**src/rtl/bintree_ser_pkg.sv**
```systemverilog
package bintree_ser_pkg;

    // Frame controller states
    typedef enum logic [1:0] {
        ST_IDLE = 2'd0,   // waiting for the first load strobe
        ST_FILL = 2'd1,   // first word crossing the tree, line gated
        ST_RUN  = 2'd2    // continuous streaming
    } ser_state_e;

    // Start of tree level `level` inside the flat lane bus.
    // Level 0 is the captured word (word_w lanes), each level after it is half as wide.
    function automatic int level_offset(input int word_w, input int level);
        return 2 * word_w - 2 * (word_w >> level);
    endfunction

endpackage

```
**src/rtl/bintree_ser_ctrl.sv**
```systemverilog
module bintree_ser_ctrl
    import bintree_ser_pkg::*;
#(
    parameter int WORD_W = 32,
    parameter int LOG_W  = $clog2(WORD_W)
) (
    input  logic             clk,
    input  logic             rst,
    input  logic             load_i,
    output logic [LOG_W-1:0] ui_cnt_o,
    output logic             load_en_o,
    output logic             run_o
);

    localparam logic [LOG_W-1:0] CNT_LAST  = {LOG_W{1'b1}};
    // The first bit leaves the last level on the edge where the counter equals LOG_W-1
    localparam logic [LOG_W-1:0] FILL_LAST = LOG_W'(LOG_W - 1);

    ser_state_e       state_q;
    ser_state_e       state_d;
    logic [LOG_W-1:0] cnt_q;
    logic             at_boundary;

    assign at_boundary = (cnt_q == CNT_LAST);

    // State register
    always_ff @(posedge clk) begin
        if (rst) begin
            state_q <= ST_IDLE;
        end else begin
            state_q <= state_d;
        end
    end

    // Bit-period counter: parked on the boundary while idle, free-running otherwise
    always_ff @(posedge clk) begin
        if (rst) begin
            cnt_q <= CNT_LAST;
        end else if (state_d == ST_IDLE) begin
            cnt_q <= CNT_LAST;
        end else begin
            cnt_q <= cnt_q + 1'b1;
        end
    end

    // Next-state logic
    always_comb begin
        state_d = state_q;
        unique case (state_q)
            ST_IDLE: if (load_i) state_d = ST_FILL;
            ST_FILL: if (cnt_q == FILL_LAST) state_d = ST_RUN;
            ST_RUN:  state_d = ST_RUN;
            default: state_d = ST_IDLE;
        endcase
    end

    // Outputs
    always_comb begin
        load_en_o = 1'b0;
        run_o     = 1'b0;
        unique case (state_q)
            ST_IDLE: load_en_o = load_i;
            ST_FILL: load_en_o = load_i && at_boundary;
            ST_RUN: begin
                load_en_o = load_i && at_boundary;
                run_o     = 1'b1;
            end
            default: begin
                load_en_o = 1'b0;
                run_o     = 1'b0;
            end
        endcase
    end

    assign ui_cnt_o = cnt_q;

endmodule

```
**src/rtl/bintree_ser_latch.sv**
```systemverilog
module bintree_ser_latch #(
    parameter int WORD_W = 32
) (
    input  logic              clk,
    input  logic              rst,
    input  logic              load_en,
    input  logic [WORD_W-1:0] word_i,
    output logic [WORD_W-1:0] lanes_o
);

    // Lane m carries transmit slot m, so the word's MSB lands on lane 0
    logic [WORD_W-1:0] slot_order;
    logic [WORD_W-1:0] lanes_q;

    for (genvar m = 0; m < WORD_W; m++) begin : g_rev
        assign slot_order[m] = word_i[WORD_W-1-m];
    end

    always_ff @(posedge clk) begin
        if (rst) begin
            lanes_q <= '0;
        end else if (load_en) begin
            lanes_q <= slot_order;
        end
    end

    assign lanes_o = lanes_q;

endmodule

```
**src/rtl/bintree_ser_stage.sv**
```systemverilog
module bintree_ser_stage #(
    parameter int IN_W  = 32,
    parameter int LOG_W = 5,
    parameter int SKEW  = 0
) (
    input  logic               clk,
    input  logic               rst,
    input  logic [LOG_W-1:0]   phase_i,
    input  logic [IN_W-1:0]    lanes_i,
    output logic [IN_W/2-1:0]  lanes_o
);

    localparam int               OUT_W    = IN_W / 2;
    localparam int               HALF_BIT = $clog2(IN_W) - 1;
    localparam logic [LOG_W-1:0] LOW_MASK = LOG_W'((1 << HALF_BIT) - 1);
    localparam logic [LOG_W-1:0] SKEW_V   = LOG_W'(SKEW);

    // Input lane j carries slots j mod IN_W; output lane j carries slots j mod OUT_W.
    // Each output update window of OUT_W bit periods takes the lower half of the
    // inputs first, then the upper half. With IN_W = 2 the window is one bit period
    // and the select bit is a half-rate phase, which stands for the dual-edge last stage.
    logic [LOG_W-1:0] local_ph;
    logic             take;
    logic             upper;
    logic [OUT_W-1:0] pick;
    logic [OUT_W-1:0] lanes_q;

    assign local_ph = phase_i - SKEW_V;
    assign take     = ((local_ph & LOW_MASK) == '0);
    assign upper    = local_ph[HALF_BIT];
    assign pick     = upper ? lanes_i[IN_W-1:OUT_W] : lanes_i[OUT_W-1:0];

    always_ff @(posedge clk) begin
        if (rst) begin
            lanes_q <= '0;
        end else if (take) begin
            lanes_q <= pick;
        end
    end

    assign lanes_o = lanes_q;

endmodule

```
**src/rtl/bintree_ser_taps.sv**
```systemverilog
module bintree_ser_taps #(
    parameter int TAPS = 2
) (
    input  logic          clk,
    input  logic          rst,
    input  logic          bit_i,
    output logic [TAPS:0] tap_o
);

    logic [TAPS:1] dly_q;
    logic [TAPS:0] src;

    assign src = {dly_q, bit_i};

    always_ff @(posedge clk) begin
        if (rst) begin
            dly_q <= '0;
        end else begin
            for (int i = 1; i <= TAPS; i++) begin
                dly_q[i] <= src[i-1];
            end
        end
    end

    assign tap_o = src;

endmodule

```
**src/rtl/bintree_serializer.sv**
```systemverilog
module bintree_serializer
    import bintree_ser_pkg::*;
#(
    parameter int WORD_W = 32
) (
    input  logic              clk,
    input  logic              rst,
    input  logic [WORD_W-1:0] word_i,
    input  logic              load_i,
    output logic              ser_o,
    output logic              ser_n_o,
    output logic              post1_o,
    output logic              post1_n_o,
    output logic              post2_o,
    output logic              post2_n_o
);

    localparam int LOG_W    = $clog2(WORD_W);
    localparam int BUS_W    = 2 * WORD_W - 1;
    localparam int LAST_OFF = level_offset(WORD_W, LOG_W);
    localparam int TAPS     = 2;

    logic [LOG_W-1:0] ui_cnt;
    logic             load_en;
    logic             run_q;
    logic [BUS_W-1:0] tree_bus;
    logic             line_bit;
    logic [TAPS:0]    taps;

    bintree_ser_ctrl #(
        .WORD_W (WORD_W),
        .LOG_W  (LOG_W)
    ) ctrl_i (
        .clk       (clk),
        .rst       (rst),
        .load_i    (load_i),
        .ui_cnt_o  (ui_cnt),
        .load_en_o (load_en),
        .run_o     (run_q)
    );

    bintree_ser_latch #(
        .WORD_W (WORD_W)
    ) latch_i (
        .clk     (clk),
        .rst     (rst),
        .load_en (load_en),
        .word_i  (word_i),
        .lanes_o (tree_bus[WORD_W-1:0])
    );

    // One 2:1 level per generate pass; level s works SKEW = s bit periods behind level 0
    for (genvar s = 0; s < LOG_W; s++) begin : g_level
        localparam int IN_W    = WORD_W >> s;
        localparam int IN_OFF  = level_offset(WORD_W, s);
        localparam int OUT_OFF = level_offset(WORD_W, s + 1);

        bintree_ser_stage #(
            .IN_W  (IN_W),
            .LOG_W (LOG_W),
            .SKEW  (s)
        ) stage_i (
            .clk     (clk),
            .rst     (rst),
            .phase_i (ui_cnt),
            .lanes_i (tree_bus[IN_OFF +: IN_W]),
            .lanes_o (tree_bus[OUT_OFF +: IN_W/2])
        );
    end

    // Line stays at zero until the controller reports the first bit has arrived
    assign line_bit = run_q & tree_bus[LAST_OFF];

    bintree_ser_taps #(
        .TAPS (TAPS)
    ) taps_i (
        .clk   (clk),
        .rst   (rst),
        .bit_i (line_bit),
        .tap_o (taps)
    );

    assign ser_o     = taps[0];
    assign ser_n_o   = ~taps[0];
    assign post1_o   = taps[1];
    assign post1_n_o = ~taps[1];
    assign post2_o   = taps[2];
    assign post2_n_o = ~taps[2];

endmodule

```
**config.mk**
```make
export PLATFORM = sky130hd
export DESIGN_NAME = bintree_serializer
export DESIGN_NICKNAME = d
export VERILOG_FILES = /design/src/rtl/bintree_ser_pkg.sv /design/src/rtl/bintree_ser_ctrl.sv /design/src/rtl/bintree_ser_latch.sv /design/src/rtl/bintree_ser_stage.sv /design/src/rtl/bintree_ser_taps.sv /design/src/rtl/bintree_serializer.sv
export SDC_FILE = /design/constraint.sdc
export NUM_CORES = 1
export LEC_CHECK = 0
export BUFFER_PORTS_ARGS = -buffer_cell sky130_fd_sc_hd__buf_2
export CORE_MARGIN = 2
export CORE_UTILIZATION = 50
export CTS_CLUSTER_DIAMETER = 100
export CTS_CLUSTER_SIZE = 40
export DETAILED_ROUTE_END_ITERATION = 10
export PLACE_DENSITY = 0.71
export SYNTH_ARGS = -nofsm -noshare
export SYNTH_HDL_FRONTEND = slang
export SYNTH_SLANG_ARGS = --single-unit
```
**constraint.sdc**
```tcl
create_clock -name clk -period 5 [get_ports clk]
set_input_delay 0.25 -clock clk [delete_from_list [all_inputs] [get_ports clk]]
set_output_delay 0.25 -clock clk [all_outputs]
set_load 0.005 [all_outputs]
```
==> out/metrics.csv, run 1 <==
stage,metric,value,unit
status,outcome,"finished, final reports clean",
floorplan,dieArea,6760,um2
critical_path,crit_start,ctrl_i.ui_cnt_o[4],
yosys,synth_ff_type,dfxtp_1,
timing,setup_slack,2.41,ns
floorplan,die_w,82.2,um
yosys,synthArstFlopShare,0,%
run,maxCapViolCount,0,
timing,slew_headroom,31.5,%
floorplan,io_pins,41,
grt,antenna_found_initial,0,
layout,final_nets,415,
timing,min_period_over_period,51.7,%
grt,grt_pass1_vias,1971,
grt,grt.overflow.total,0,
layout,register_area,1440,um2
clocking,cts_sinks,72,
floorplan,num_rows,28,
yosys,synth_area,3060,um2
timing,setup_viol,0,
route,firstDrtPassIters,4,
grt,grt_max_degree,68,
placement,place_congestion,0.755,
hold_path,hold_path_class,in2reg,
clocking,clk_pin_slew,0.08,ns
yosys,syn-instance-count,337,
floorplan,initial_core_util,51.6,%
critical_path,r2r_slack,2.41,ns
route,first_iter_violations,108,
pwr,leakagePower,1.51,nW
clocking,cts.path.max_buffers,2,
layout,syn2layout_area_growth,14.7,%
yosys,yosysWarnings,0,
pwr,irDropWorstVdd,0.000190,V
yosys,synth_cell_types,31,
clocking,htreeDepth,3,
route,via_count,2239,
critical_path,startpoint_type,flop,
critical_path,crit_type,reg2reg,
critical_path,r2r_cells,5,
clocking,clk_latency,0.34,ns
timing,fmax,387,MHz
timing,finalSetupTns,0,ns
grt,grt_usage,17.7,%
yosys,synth_seq_cells,72,
route,avgRoutedWirePerCell,12.2,um
critical_path,critPathRequiredTime,5.19,ns
layout,multiInputGateArea,1490,um2
layout,fill_cells,526,
clocking,root_buffer,clkbuf_8,
placement,pre_cts_ws,2.43,ns
clocking,hold_buffers,0,
critical_path,crit_end,latch_i.lanes_o[23],
timing,hold_viol_final,0,
clocking,cts_resized,0,
placement,dpl.cell_count,431,
critical_path,crit_fanout,32,
route,ant_nets,0,
timing,finClkSkew,0.00807,ns
pwr,power_density,386,nW/um2
critical_path,crit_arrival,2.77,ns
route,wl,5450,um
layout,antenna_cells,0,
critical_path,crit_path_end_kind,flop,
placement,dp_hpwl,3670,um
yosys,yosysSeqAreaShare,47.1,%
route,routed_via_density,5.01,
yosys,synth.avg_cell_area,9.07,um2
timing,tightest_slew,1.03,ns
route,drc,0,
yosys,synth_edf_count,0,
clocking,cts_tree,done,
timing,final_max_slew_viol_count,0,
timing,fin_crit,2.59,ns
placement,port_buffers,40,
yosys,synthesis.nets,385,
timing,rsz0062_at_grt,false,
clocking,post_cts_buffers,0,
floorplan,coreArea,5920,um2
critical_path,r2r-end,latch_i.lanes_o[23],
grt,grt_pass1_wl,9030,um
floorplan,dieHeight,82.2,um
clocking,numCtsBuffers,9,
critical_path,crit-reg2reg-launch,ctrl_i.ui_cnt_o[4],
layout,fin_cells,447,
layout,drive_gt1_share,19.6,%
pwr,total_power,1.35,mW
-- power breakdown --
| part | leakage [nW] | switching [mW] | internal, mW |
|---|---|---|---|
| registers | 0.588 | 0.0397 | 0.611 |
| logic | 0.803 | 0.0953 | 0.0873 |
| clock network | 0.119 | 0.213 | 0.307 |
-- placed cells by master, fill, tap and decap left out, drive strengths merged, types with 3 or more instances in the layout --
master / synthesis / layout
nand2: 66 / 66
ha: 13 / 13
a21oi: 36 / 36
nand3: 3 / 3
mux2i: 31 / 31
buf: 6 / 43
dfxtp: 72 / 72
inv: 9 / 9
clkbuf: 18 / 11
clkinv: 0 / 3
a211oi: 30 / 30
nor2: 34 / 34
-- cells by family (layout without fill, tap and decap cells) --
logic type	after synthesis	in the layout	synth area share (%)
DFF	72	72	47.1
buffers and inverters	33	68	4.42
and+or+nand+nor	114	114	15.5
muxes	31	31	10.1
xor gates and xnor gates	4	4	1.76
AOI/OAI and AO/OA	70	70	15.7
adders and majority gates	13	13	5.32
-- through the flow --
stage	instance area, um2	util (%)	hold slack [ns]
finish	3510	59.3	0.140
global route	3510	59.3	0.129
CTS	3510	59.3	0.122
detailed placement	3280	55.4	0.443
global placement	3280	55.4	0.433
floorplan	3060	-	0.386
-- flip-flops by register name, summed over array words and instances, names as in the netlist --
name and count:
taps_i.dly_q 2, ctrl_i.state_q 2, ctrl_i.ui_cnt_o 5, latch_i.lanes_o 32, g_level.stage_i.lanes_o 31
-- cells in the mapped netlist (2+ instances only) --
cell type,instances,area [um2]
a21oi_1,36,180
inv_1,9,33.8
dfxtp_1,72,1440
clkbuf_1,18,67.6
a211oi_1,22,165
xnor2_1,2,17.5
nand3b_1,2,15.0
nand2_1,66,248
nand3_1,3,15.0
mux2i_1,31,310
buf_2,3,15.0
a211oi_2,8,100
nor2_1,34,128
ha_1,13,163
buf_1,2,7.51
-- final cells by class --
class | instances | area share (%)
inverters | 9 | 0.963
repair buffers | 43 | 6.35
flip-flops and latches | 72 | 41.1
clock inverters | 5 | 2.25
clock buffers | 11 | 4.32
multi-input cells | 232 | 42.4
well taps | 75 | 2.67
-- metal layers --
| metal | global-route usage, % | part of all wire, % |
|---|---|---|
| met3 | 4.02 | 3.3 |
| met1 | 24.1 | 52 |
| met2 | 26.0 | 43 |
| met5 | 0 | 0 |
| met4 | 9.00 | 1.9 |
-- critical path: stages (launching register included) --
cell	delay (ns)
dfxtp_1	0.98
ha_1	0.28
a21oi_1	0.10
or3b_1	0.78
nand2_1	0.20
a21oi_1	0.09
-- worst min path at each step --
stage / start / to / slack [ns] / cells past startpoint
6_report: word_i[31] / latch_i.lanes_o[0] / 0.14 / 3
5_1_grt: word_i[6] / latch_i.lanes_o[25] / 0.13 / 3
4_1_cts: word_i[5] / latch_i.lanes_o[26] / 0.12 / 3
3_5_place_dp: taps_i.dly_q[1] / taps_i.dly_q[2] / 0.44 / 2
3_3_place_gp: taps_i.dly_q[1] / taps_i.dly_q[2] / 0.43 / 2
2_1_floorplan: word_i[31] / latch_i.lanes_o[0] / 0.39 / 2
No activity file was read; power rests on OpenSTA's default activity.
==> run 2: changes to the inputs <==
clock period = 2.4 ns   (was 5 ns; I/O delays follow)
==> run 2 against run 1 <==
Clock skew grew 0.0033 ns. Largest cell class unchanged. Largest power group unchanged. Sequential power grew 100%. Register-to-register slack lost 2.0 ns.
==> out/metrics.csv, run 2 (synthesis results as in run 1) <==
stage,metric,value,unit
clocking,cts_resized,0,
route,avgRoutedWirePerCell,12.4,um
route,ant_nets,0,
layout,finalInstanceArea,3670,um2
clocking,cts_sinks,72,
grt,busiest_layer,met2,
route,drc,0,
floorplan,dieHeight,82.2,um
timing,fmax,511,MHz
clocking,root_buffer,clkbuf_8,
critical_path,crit_arrival,2.15,ns
timing,final_max_slew_viol_count,0,
timing,slew_headroom,47.2,%
layout,fill_cells,523,
timing,setup_slack,0.442,ns
grt,grt_max_degree,39,
clocking,clk_latency,0.34,ns
layout,drive_gt1_share,19.9,%
placement,port_buffers,40,
route,wl,5770,um
grt,antenna_found_initial,0,
grt,grt_pass1_wl,9740,um
timing,fin_crit,1.96,ns
floorplan,die_w,82.2,um
layout,layout_common_cells,"72 x dfxtp_1, 66 x nand2_1, 40 x buf_2",
clocking,numCtsBuffers,9,
status,outcome,"finished, final reports clean",
grt,grt_pass1_vias,2098,
grt,use_met1,25.6,%
floorplan,coreArea,5920,um2
timing,min_period_over_period,81.6,%
layout,final_common_cell,dfxtp_1,
timing,hold_viol_final,0,
pwr,leakagePower,1.58,nW
layout,antenna_cells,0,
layout,register_area,1440,um2
layout,largest_reg_flops,32,
critical_path,startpoint_type,flop,
route,routed_via_density,5.05,
route,first_iter_violations,69,
timing,finClkSkew,0.0113,ns
critical_path,crit_path_end_kind,flop,
timing,setup_viol,0,
layout,final_nets,434,
floorplan,num_rows,28,
pwr,irDropWorstVdd,0.000476,V
route,via_count,2351,
timing,tightest_slew,0.792,ns
floorplan,io_pins,41,
clocking,cts.path.max_buffers,2,
grt,grt.overflow.total,0,
clocking,clk_pin_slew,0.08,ns
floorplan,dieArea,6760,um2
layout,multiInputGateArea,1490,um2
route,firstDrtPassIters,4,
critical_path,crit_fanout,8,
run,maxCapViolCount,0,
placement,pre_cts_ws,0.478,ns
floorplan,initial_core_util,51.6,%
grt,grtUsageMet3,7.39,%
layout,syn2layout_area_growth,20.0,%
clocking,htreeDepth,3,
timing,rsz0062_at_grt,false,
placement,dpl_cell_area,3320,um2
placement,place_congestion,0.755,
critical_path,critPathRequiredTime,2.59,ns
critical_path,crit_type,reg2reg,
grt,grt_usage,18.9,%
grt,use_met2,28.4,%
placement,dp_hpwl,3760,um
pwr,power_density,754,nW/um2
clocking,cts_tree,done,
hold_path,hold_path_class,in2reg,
timing,finalSetupTns,0,ns
==> run 2: final cells by class <==
class / count / area share (%)
Inverter: 9 / 0.921
Timing Repair Buffer: 62 / 10.9
Sequential cell: 72 / 39.3
Multi-Input combinational cell: 232 / 40.5
Clock inverter: 6 / 2.05
Tap cell: 75 / 2.56
Clock buffer: 10 / 3.75
==> run 2: where the power goes <==
group          internal, mW  switching [mW]
combinational         0.205           0.233
clock                 0.523           0.476
sequential             1.27          0.0558
total                  2.00           0.764
==> run 2: path summary, 6_finish.rpt <==
kind | from | end | slack, ns | cells after the start
setup reg to reg | ctrl_i.ui_cnt_o[2] | g_level[1].stage_i.lanes_o[6] | 0.44 | 6
setup / recovery | ctrl_i.ui_cnt_o[2] | g_level[1].stage_i.lanes_o[6] | 0.44 | 6
hold / removal | word_i[27] | latch_i.lanes_o[4] | 0.02 | 3
hold reg to reg | taps_i.dly_q[1] | taps_i.dly_q[2] | 0.45 | 2
==> run 2: critical path, stage by stage (launching register included) <==
cell and delay, ns:
dfxtp_1 0.50, inv_1 0.11, ha_1 0.20, a21boi_2 0.23, xor2_4 0.37, mux2i_1 0.30
a211oi_2 0.09
==> run 2: repair_timing <==
action / in CTS / in global routing
hold buffers: 11 / 3
buffers inserted: 0 / 0
hold endpoints to repair: 11 / 3
==> run 2: layer usage <==
layer	routed length (um)	part of all wire, %
met2	2550	44
met1	2940	51
met4	45	0.78
met3	231	4.0
met5	0	0
==> run 2: metrics by stage <==
step	instances	util [%]	power, mW	hold slack, ns
finish	466	62.0	2.77	0.0184
global route	466	62.0	2.92	0.00667
CTS	463	61.5	2.79	0.000182
detailed placement	436	56.0	1.78	0.366
global placement	436	56.0	1.77	0.361
floorplan	337	-	1.67	0.256
